$ cat config.mk
export PLATFORM = sky130hd
export DESIGN_NAME = mmu_ctl_regfile
export DESIGN_NICKNAME = d
export VERILOG_FILES = /design/src/rtl/mmu_rf_pkg.sv /design/src/rtl/mmu_rf_decode.sv /design/src/rtl/mmu_rf_bank.sv /design/src/rtl/mmu_rf_window.sv /design/src/rtl/mmu_ctl_regfile.sv
export SDC_FILE = /design/constraint.sdc
export NUM_CORES = 1
export LEC_CHECK = 0
export BUFFER_PORTS_ARGS = -buffer_cell sky130_fd_sc_hd__buf_2
export CAP_MARGIN = 10
export CELL_PAD_IN_SITES_DETAIL_PLACEMENT = 1
export CELL_PAD_IN_SITES_GLOBAL_PLACEMENT = 2
export CORE_MARGIN = 2
export CORE_UTILIZATION = 44
export DETAILED_ROUTE_END_ITERATION = 6
export HOLD_SLACK_MARGIN = 0.08
export PLACE_DENSITY = 0.88
export SLEW_MARGIN = 10
export SYNTH_ARGS = -nofsm -noshare
export SYNTH_HDL_FRONTEND = slang
export SYNTH_HIERARCHICAL = 1
export SYNTH_SLANG_ARGS = --single-unit
export TNS_END_PERCENT = 1
$ cat constraint.sdc
create_clock -name clk -period 7.03 [get_ports clk]
set_input_delay 1.406 -clock clk [delete_from_list [all_inputs] [get_ports clk]]
set_output_delay 1.406 -clock clk [all_outputs]
set_load 0.01 [all_outputs]
$ cat src/rtl/mmu_rf_pkg.sv
package mmu_rf_pkg;
  localparam int DW        = 32;
  localparam int AW        = 4;
  localparam int NREG      = 9;
  localparam int INVAL_BIT = 2;
  localparam int ASID_W    = 8;
  localparam int AUX_W     = 4;
  localparam int EVT_W     = 11;

  typedef enum logic [AW-1:0] {
    RG_CTRL    = 4'd0,
    RG_PTE_HI  = 4'd1,
    RG_PTE_LO  = 4'd2,
    RG_PTE_AUX = 4'd3,
    RG_TBASE   = 4'd4,
    RG_EXC_ADR = 4'd5,
    RG_TRAP    = 4'd6,
    RG_EXC_EVT = 4'd7,
    RG_INT_EVT = 4'd8
  } reg_id_e;

  // Ones in the low w bits.
  function automatic logic [DW-1:0] low_ones(input int w);
    if (w >= DW) return '1;
    return (DW'(1) << w) - DW'(1);
  endfunction

  // Bits each register actually keeps on a write.
  function automatic logic [DW-1:0] keep_mask(input int idx);
    case (idx)
      int'(RG_CTRL):    return ~(DW'(1) << INVAL_BIT);
      int'(RG_PTE_AUX): return low_ones(AUX_W);
      int'(RG_TRAP),
      int'(RG_EXC_EVT),
      int'(RG_INT_EVT): return low_ones(EVT_W);
      default:          return '1;
    endcase
  endfunction
endpackage

$ cat src/rtl/mmu_rf_decode.sv
module mmu_rf_decode
  import mmu_rf_pkg::*;
#(
  parameter int N_REG  = NREG,
  parameter int ADDR_W = AW
) (
  input  logic              acc_rd,
  input  logic              acc_wr,
  input  logic [ADDR_W-1:0] acc_addr,
  output logic [N_REG-1:0]  sel,
  output logic              mapped,
  output logic              bad_access
);
  always_comb begin
    mapped = (int'(acc_addr) < N_REG);
    sel    = mapped ? (N_REG'(1) << acc_addr) : '0;
    bad_access = (acc_rd | acc_wr) & ~mapped;
  end
endmodule

$ cat src/rtl/mmu_rf_bank.sv
module mmu_rf_bank
  import mmu_rf_pkg::*;
#(
  parameter int N_REG  = NREG,
  parameter int DATA_W = DW
) (
  input  logic              clk,
  input  logic              rst_n,
  input  logic              wr_en,
  input  logic              rd_en,
  input  logic [N_REG-1:0]  sel,
  input  logic [DATA_W-1:0] wdata,
  output logic [DATA_W-1:0] rdata,
  output logic              inval_pulse,
  output logic              flush_pulse
);
  localparam int CTRL_IX = int'(RG_CTRL);
  localparam int PTEH_IX = int'(RG_PTE_HI);

  logic [DATA_W-1:0] regs [N_REG];

  // Named internal events.
  logic ctrl_wr_inval;
  logic pteh_wr;
  logic asid_change;
  logic asid_same;

  assign ctrl_wr_inval = wr_en & sel[CTRL_IX] & wdata[INVAL_BIT];
  assign pteh_wr       = wr_en & sel[PTEH_IX];
  assign asid_change   = pteh_wr & (wdata[ASID_W-1:0] != regs[PTEH_IX][ASID_W-1:0]);
  assign asid_same     = pteh_wr & (wdata[ASID_W-1:0] == regs[PTEH_IX][ASID_W-1:0]);

  for (genvar g = 0; g < N_REG; g++) begin : g_reg
    localparam logic [DATA_W-1:0] KEEP = DATA_W'(keep_mask(g));
    always_ff @(posedge clk) begin
      if (!rst_n) regs[g] <= '0;
      else if (wr_en && sel[g]) regs[g] <= wdata & KEEP;
    end
  end

  always_ff @(posedge clk) begin
    if (!rst_n) begin
      inval_pulse <= 1'b0;
      flush_pulse <= 1'b0;
    end else begin
      inval_pulse <= ctrl_wr_inval;
      flush_pulse <= asid_change;
    end
  end

  always_comb begin
    rdata = '0;
    for (int i = 0; i < N_REG; i++)
      if (rd_en && sel[i]) rdata = rdata | regs[i];
  end

  a_r2_inval_next: assert property (@(posedge clk) disable iff (!rst_n)
    ctrl_wr_inval |=> inval_pulse);
  a_r2_inval_single: assert property (@(posedge clk) disable iff (!rst_n)
    (inval_pulse && !ctrl_wr_inval) |=> !inval_pulse);
  a_r3_flush_next: assert property (@(posedge clk) disable iff (!rst_n)
    asid_change |=> flush_pulse);
  a_r4_no_flush_same: assert property (@(posedge clk) disable iff (!rst_n)
    asid_same |=> !flush_pulse);
endmodule

$ cat src/rtl/mmu_rf_window.sv
module mmu_rf_window #(
  parameter int          ADDR_W   = 32,
  parameter int          SEL_LSB  = 24,
  parameter int          SEL_W    = 3,
  parameter logic [31:0] WIN_BASE = 32'hF000_0000
) (
  input  logic                clk,
  input  logic                rst_n,
  input  logic                a_valid,
  input  logic [ADDR_W-1:0]   a_addr,
  output logic                hit,
  output logic [(1<<SEL_W)-1:0] onehot
);
  localparam int TOP_LSB = SEL_LSB + SEL_W;
  localparam int N_ARR   = 1 << SEL_W;

  logic [SEL_W-1:0] arr_idx;
  logic             base_match;

  assign arr_idx    = a_addr[TOP_LSB-1:SEL_LSB];
  assign base_match = (a_addr[ADDR_W-1:TOP_LSB] == WIN_BASE[ADDR_W-1:TOP_LSB]);
  assign hit        = a_valid & base_match;
  assign onehot     = hit ? (N_ARR'(1) << arr_idx) : '0;

  a_r10_onehot: assert property (@(posedge clk) disable iff (!rst_n)
    hit |-> $onehot(onehot));
  a_r11_idle: assert property (@(posedge clk) disable iff (!rst_n)
    !a_valid |-> (onehot == '0));
endmodule

$ cat src/rtl/mmu_ctl_regfile.sv
module mmu_ctl_regfile
  import mmu_rf_pkg::*;
#(
  parameter logic [31:0] WIN_BASE = 32'hF000_0000
) (
  input  logic          clk,
  input  logic          rst_n,
  input  logic          reg_wr,
  input  logic          reg_rd,
  input  logic [AW-1:0] reg_addr,
  input  logic [DW-1:0] reg_wdata,
  output logic [DW-1:0] reg_rdata,
  output logic          reg_err,
  output logic          tlb_inval,
  output logic          tlb_flush,
  input  logic          win_valid,
  input  logic [31:0]   win_addr,
  output logic          win_hit,
  output logic [7:0]    win_sel
);
  logic [NREG-1:0] sel;
  logic            mapped;

  mmu_rf_decode #(.N_REG(NREG), .ADDR_W(AW)) u_dec (
    .acc_rd(reg_rd), .acc_wr(reg_wr), .acc_addr(reg_addr),
    .sel(sel), .mapped(mapped), .bad_access(reg_err)
  );

  mmu_rf_bank #(.N_REG(NREG), .DATA_W(DW)) u_bank (
    .clk(clk), .rst_n(rst_n), .wr_en(reg_wr), .rd_en(reg_rd), .sel(sel),
    .wdata(reg_wdata), .rdata(reg_rdata),
    .inval_pulse(tlb_inval), .flush_pulse(tlb_flush)
  );

  mmu_rf_window #(.ADDR_W(32), .SEL_LSB(24), .SEL_W(3), .WIN_BASE(WIN_BASE)) u_win (
    .clk(clk), .rst_n(rst_n), .a_valid(win_valid), .a_addr(win_addr),
    .hit(win_hit), .onehot(win_sel)
  );

  a_r8_err_reads_zero: assert property (@(posedge clk) disable iff (!rst_n)
    (reg_err && reg_rd) |-> (reg_rdata == '0));
  a_r5_aux_upper_zero: assert property (@(posedge clk) disable iff (!rst_n)
    (reg_rd && reg_addr == RG_PTE_AUX) |-> (reg_rdata[DW-1:AUX_W] == '0));
  a_r6_evt_upper_zero: assert property (@(posedge clk) disable iff (!rst_n)
    (reg_rd && (reg_addr == RG_TRAP || reg_addr == RG_EXC_EVT || reg_addr == RG_INT_EVT))
      |-> (reg_rdata[DW-1:EVT_W] == '0));
  a_r2_ctrl_bit_clear: assert property (@(posedge clk) disable iff (!rst_n)
    (reg_rd && reg_addr == RG_CTRL) |-> !reg_rdata[INVAL_BIT]);
  a_r9_no_strobe_unmapped: assert property (@(posedge clk) disable iff (!rst_n)
    (reg_wr && !mapped) |=> (!tlb_inval && !tlb_flush));
endmodule

After elaboration in Yosys (flattened, before gate mapping)

Memories as Yosys holds them, arrays and structs flattened.
Cells that the tools add are included.

Order comparisons: 1
Equality and inequality tests: 2
Muxes and demuxes: 48
Shift operators: 2
Reductions and logical operators: 18
Bitwise gates (word level): 25

Operators by type and width:

| kind                                            | count |
|---|---|
| two-way mux 32 bit                              | 18 |
| OR 32 bit                                       | 8 |
| two-way mux 1 bit                               | 28 |
| logical AND 1 bit                               | 18 |
| OR 1 bit                                        | 10 |
| two-way mux 9 bit                               | 1 |
| left shift 1 x 4 -> 9 bit, first input constant | 1 |
| two-way mux 8 bit                               | 1 |
| != test 8 bit                                   | 1 |
| left shift 1 x 3 -> 8 bit, first input constant | 1 |
| AND 1 bit                                       | 6 |
| equality test 5 bit, second input constant      | 1 |
| < comparator 4 bit, second input constant       | 1 |
| inverter 1 bit                                  | 1 |

Output and inout port bits: 44
Logic and storage cells: 99
Bits in registers: 2
Memories kept: 1
Bits of input ports: 73
RAM bits: 288

Memories:

| name        | depth | width | rd ports | clocked after memory_dff | write ports | RTL line          | RTL |
|---|---|---|---|---|---|---|---|
| u_bank.regs | 9     | 32    | 9        | 0                        | 9           | mmu_rf_bank.sv:20 | `logic [DATA_W-1:0] regs [N_REG];` |

Depth between registers and ports, before layout

Depth in word-level cells: 20
Mapped depth: 6
Depth with buffers taken out: 5

By module

Netlist, hierarchy kept.

By module, submodules not included:

| module        | times used | sequential area each (um2) | area an instance (um2) | cells each |
|---|---|---|---|---|
| mmu_rf_bank   | 1          | 5,925.7                    | 8,732.1                | 605 |
| mmu_rf_window | 1          | 0.0                        | 102.6                  | 16 |
| mmu_rf_decode | 1          | 0.0                        | 91.3                   | 16 |

Least setup slack after synthesis

OpenSTA, ideal clock, no wires.

Path kind: input to output
Start point: input port reg_addr[1]
End point: output port reg_rdata[4]
Slack: 3.116 ns
Arrival: 2.508 ns
Data required time: 5.624 ns
Buffers on the path: 1
Stages: 4
Cells stage by stage: nor4b_1 buf_2 a22oi_1 a41oi_1

Cells in the longest elaborated chain, start to end: 20
Elaborated cells between the ends (all ways): 29
Classes of those cells: order compare: 1; shift: 1; mux: 10; bitwise: 8; reduce/logical: 9

Ends and longest elaborated chain:

| item                                                                   | RTL line                                 | RTL |
|---|---|---|
| from (decl)                                                            | mmu_ctl_regfile.sv:10                    | `input logic [AW-1:0] reg_addr,` |
| < comparator 4 bit / left shift 1 x 4 -> 9 bit (equally long branches) | mmu_rf_decode.sv:15, mmu_rf_decode.sv:16 |  |
| two-way mux 9 bit (*)                                                  | mmu_rf_decode.sv:16                      | `sel = mapped ? (N_REG'(1) << acc_addr) : '0;` |
| logical AND 1 bit                                                      | mmu_rf_bank.sv:54                        | `if (rd_en && sel[i]) rdata = rdata \| regs[i];` |
| two-way mux 32 bit                                                     | mmu_rf_bank.sv:54                        |  |
| OR 32 bit                                                              | mmu_rf_bank.sv:54                        |  |
| two-way mux 32 bit                                                     | mmu_rf_bank.sv:54                        |  |
| OR 32 bit                                                              | mmu_rf_bank.sv:54                        |  |
| two-way mux 32 bit                                                     | mmu_rf_bank.sv:54                        |  |
| (+4 left out)                                                          | -                                        |  |
| OR 32 bit                                                              | mmu_rf_bank.sv:54                        |  |
| two-way mux 32 bit                                                     | mmu_rf_bank.sv:54                        |  |
| OR 32 bit                                                              | mmu_rf_bank.sv:54                        |  |
| two-way mux 32 bit                                                     | mmu_rf_bank.sv:54                        |  |
| OR 32 bit                                                              | mmu_rf_bank.sv:54                        |  |
| two-way mux 32 bit                                                     | mmu_rf_bank.sv:54                        |  |
| OR 32 bit                                                              | mmu_rf_bank.sv:54                        |  |
| two-way mux 32 bit (*)                                                 | mmu_rf_bank.sv:54                        |  |
| to (decl)                                                              | mmu_ctl_regfile.sv:12                    | `output logic [DW-1:0] reg_rdata,` |

Every way passes the cells marked *; elsewhere a longest branch is shown, timed or not.

Final worst setup path

Start point: input port reg_addr[0]
End point: output port reg_rdata[7]

Elaborated cells between the ends (all ways): 29
Classes of those cells: order compare: 1; shift: 1; mux: 10; bitwise: 8; reduce/logical: 9

RTL lines:

| item                                                                   | RTL line                                 | RTL |
|---|---|---|
| < comparator 4 bit / left shift 1 x 4 -> 9 bit (equally long branches) | mmu_rf_decode.sv:15, mmu_rf_decode.sv:16 |  |
| two-way mux 9 bit (*)                                                  | mmu_rf_decode.sv:16                      |  |
| named net sel[4]                                                       | mmu_ctl_regfile.sv:21                    | `logic [NREG-1:0] sel;` |
| logical AND 1 bit (*)                                                  | mmu_rf_bank.sv:54                        |  |
| two-way mux 32 bit (*)                                                 | mmu_rf_bank.sv:54                        |  |
| OR 32 bit                                                              | mmu_rf_bank.sv:54                        |  |
| two-way mux 32 bit (*)                                                 | mmu_rf_bank.sv:54                        |  |
| OR 32 bit                                                              | mmu_rf_bank.sv:54                        |  |
| two-way mux 32 bit (*)                                                 | mmu_rf_bank.sv:54                        |  |
| OR 32 bit                                                              | mmu_rf_bank.sv:54                        |  |
| two-way mux 32 bit (*)                                                 | mmu_rf_bank.sv:54                        |  |
| OR 32 bit                                                              | mmu_rf_bank.sv:54                        |  |
| two-way mux 32 bit (*)                                                 | mmu_rf_bank.sv:54                        |  |

The timed path passes the listed nets; every way through them passes the cells marked *.

==> flow_summary.yaml <==
power_and_ir_drop:
  vdd_drop_max_mv: 0.1649
  p_per_area_nw_per_um2: 245.3
  total_power_mw: 2.455
  leakagePower_nw: 3.592
detailed_routing:
  vias_per_cell: 5.830
  dr.pass1.iters: 5
  drtIter0Drc: 662
  vias: 5783
  maxUsedRoutingLayer: "met4"
  wl_met1_microns: 9870
  met3_length_microns: 1507
  ant_nets: 0
  wl_per_cell_microns: 24.53
  drt-total-wl_microns: 24340
  drc: 0
  met2_length_microns: 12600
die:
  pin_count: 117
  row_count: 52
  die_area_sq_um: 21440
  die_h_microns: 146.4
  start_util_pct: 44.54
  core_sq_um: 20040
  die_w_microns: 146.4
sta:
  finalMaxSlewViolations: 0
  worst_pin_slew_ns: 1.121
  hold_ws_ns: 0.9043
  fmaxAchievable_mhz: 193.3
  setup_viol: 0
  hold_viol_final: 0
  rsz0062_at_grt: "no"
  tns_ns: 0
  slew_headroom_pct: 25.05
  final.period_utilization_pct: 73.57
  fin_worst_skew_ns: 0.006931
  period_needed_ns: 5.172
setup_path:
  reg2reg_from: "u_bank/regs[1][7]"
  worst_setup_path_end_kind: "output pin"
  crit_arrival_ns: 3.77
  worstPathRequired_ns: 5.62
  slowest_stage: "nor3_4"
  critPathKind: "in2out"
  critPathMostFrequentCell: "buf_2"
  crit_path_cell_trace: "buf_2 -> nand2b_1 -> nor3_4 -> buf_4 -> a22oi_1 -> a41oi_1 -> buf_2"
  cpPeakStageDelay_ns: 0.87
  worstPathMaxFanout: 20
  crit_path_start: "reg_addr[0]"
  cp-start-kind: "input port"
synthesis:
  synth-edff-count: 196
  synth_cells: 637
  seq_area_frac_synth_pct: 66.39
  synth_nets: 710
  avgSynthCellArea_sq_um: 14.01
  yosysWarnings: 6
  async_reset_ff_share_pct: 0
  synth_ff_type: "edfxtp_1"
  synth.distinct_cells: 33
  synth_seq_cells: 198
  syn_area_sq_um: 8926
grt:
  grt_max_degree: 35
  grt-ovfl-total: 0
  antenna_found_initial: 0
  grt_pass1_wl_microns: 36950
  grt_pass1_vias: 6278
  grt_util_all_layers_pct: 23.16
cells_and_area:
  area_growth_pct: 12.10
  finalNetCount: 783
  antenna_cells: 0
  drive_gt1_share_pct: 20.78
  fillCellCount: 2048
cts:
  h-tree-depth: 4
  cts_tree: "done"
  clk_latency_ns: 0.44
  cts.sinks: 198
  root_buffer: "clkbuf_16"
  clk_pin_slew_ns: 0.07
  post_cts_resize_count: 0
  cts_buffers: 17
  cts_setup_buffers: 0
  holdBufCountCts: 0
  cts_buffer_depth: 2
hold_path:
  hp-class: "reg2reg"
  min-delay-start: "u_bank/regs[1][5]"
placement:
  place_congestion: 0.8028
  hpwl_microns: 13950
  port_buffers: 92
flow_run:
  max_cap_viol_count: 0
outcome:
  status: "completed"
-- final cells by class --
cell class                 instances  area, sq um  area share [%]
multi-input combinational        387         2644           26.42
inverter                           1        3.754         0.03751
clock buffer                      19        432.9           4.327
sequential                       198         5926           59.22
clock inverter                    12        103.9           1.038
timing repair buffer             105        558.0           5.577
tap                              270        337.8           3.376
-- cells by family (layout without fill, tap and decap cells) --
| logic type | after synthesis | after routing | synth area share, % |
|---|---|---|---|
| AOI/OAI and AO/OA | 120 | 120 | 10.46 |
| xor gates and xnor gates | 8 | 8 | 0.7850 |
| and+or+nand+nor | 259 | 259 | 17.77 |
| DFF | 198 | 198 | 66.39 |
| buffers and inverters | 52 | 137 | 4.598 |
-- sequential cells by signal, summed over array words and instances (netlist names) --
| name | count |
|---|---|
| u_bank/regs | 196 |
| u_bank/flush_pulse | 1 |
| u_bank/inval_pulse | 1 |
-- layout by cell type (no fill, tap or decap), types with 2 or more instances in the layout --
cell type / n
a21oi_1: 21
a221oi_1: 4
a222oi_1: 22
a22o_1: 5
a22oi_1: 54
a31oi_1: 3
a41oi_1: 8
and2_1: 193
and3_1: 7
and3_4: 5
buf_2: 92
buf_4: 13
clkbuf_1: 2
clkbuf_16: 17
clkinv_2: 6
clkinv_4: 2
dfxtp_1: 2
edfxtp_1: 196
inv_6: 3
nand2_1: 21
nand2b_1: 4
nand3_1: 3
nor2_1: 6
nor3_1: 6
nor3_2: 2
nor3_4: 2
nor4_1: 4
xor2_1: 8
-- worst max-delay path, delay by kind of cell --
family	cells	cell delay, ns
AO/OA/AOI/OAI	2	0.50
AND/OR/NAND/NOR	2	1.08
buffers and inverters	3	0.78
-- Yosys cell counts (5+ instances only) --
master / count / area, sq um
a22oi_1: 54 / 405.4
xor2_1: 8 / 70.07
a21oi_1: 21 / 105.1
and3_4: 5 / 56.30
and2_1: 193 / 1207
nor2_1: 6 / 22.52
nand2_1: 21 / 78.83
a222oi_1: 22 / 220.2
a22o_1: 5 / 43.79
buf_2: 18 / 90.09
nor3_1: 10 / 50.05
nor4_1: 5 / 31.28
edfxtp_1: 196 / 5886
a41oi_1: 8 / 70.07
buf_6: 24 / 270.3
and3_1: 7 / 43.79
-- path summary, 6_finish.rpt --
check	depth (start not counted)	endpoint	slack, ns
hold / removal	3	u_bank/flush_pulse	0.90
setup reg to reg	3	u_bank/flush_pulse	5.76
hold reg to reg	3	u_bank/flush_pulse	0.90
setup / recovery	7	reg_rdata[7]	1.86
-- routing by layer --
metal	global-route usage [%]	up-vias
met5	0	-
met4	7.573	0
met3	4.594	35
met2	40.24	215
met1	29.27	2990
li1	-	2543
-- per-stage QoR --
| step | util (%) | setup slack (ns) | cells | instance area [sq um] |
|---|---|---|---|---|
| CTS | 49.93 | 1.918 | 992 | 10010 |
| global route | 49.93 | 1.811 | 992 | 10010 |
| floorplan | - | 3.116 | 637 | 8926 |
| finish | 49.93 | 1.858 | 992 | 10010 |
| detailed placement | 47.25 | 1.905 | 961 | 9469 |
| global placement | 47.25 | 1.935 | 961 | 9469 |
-- where the power goes --
group	internal [mW]	leakage, nW	switching (mW)	total [mW]
combinational	0.0447	1.43	0.107	0.152
sequential	1.37	1.89	0.0232	1.39
clock	0.486	0.271	0.427	0.913
total	1.90	3.59	0.557	2.45
(Power assumes the default switching activity.)
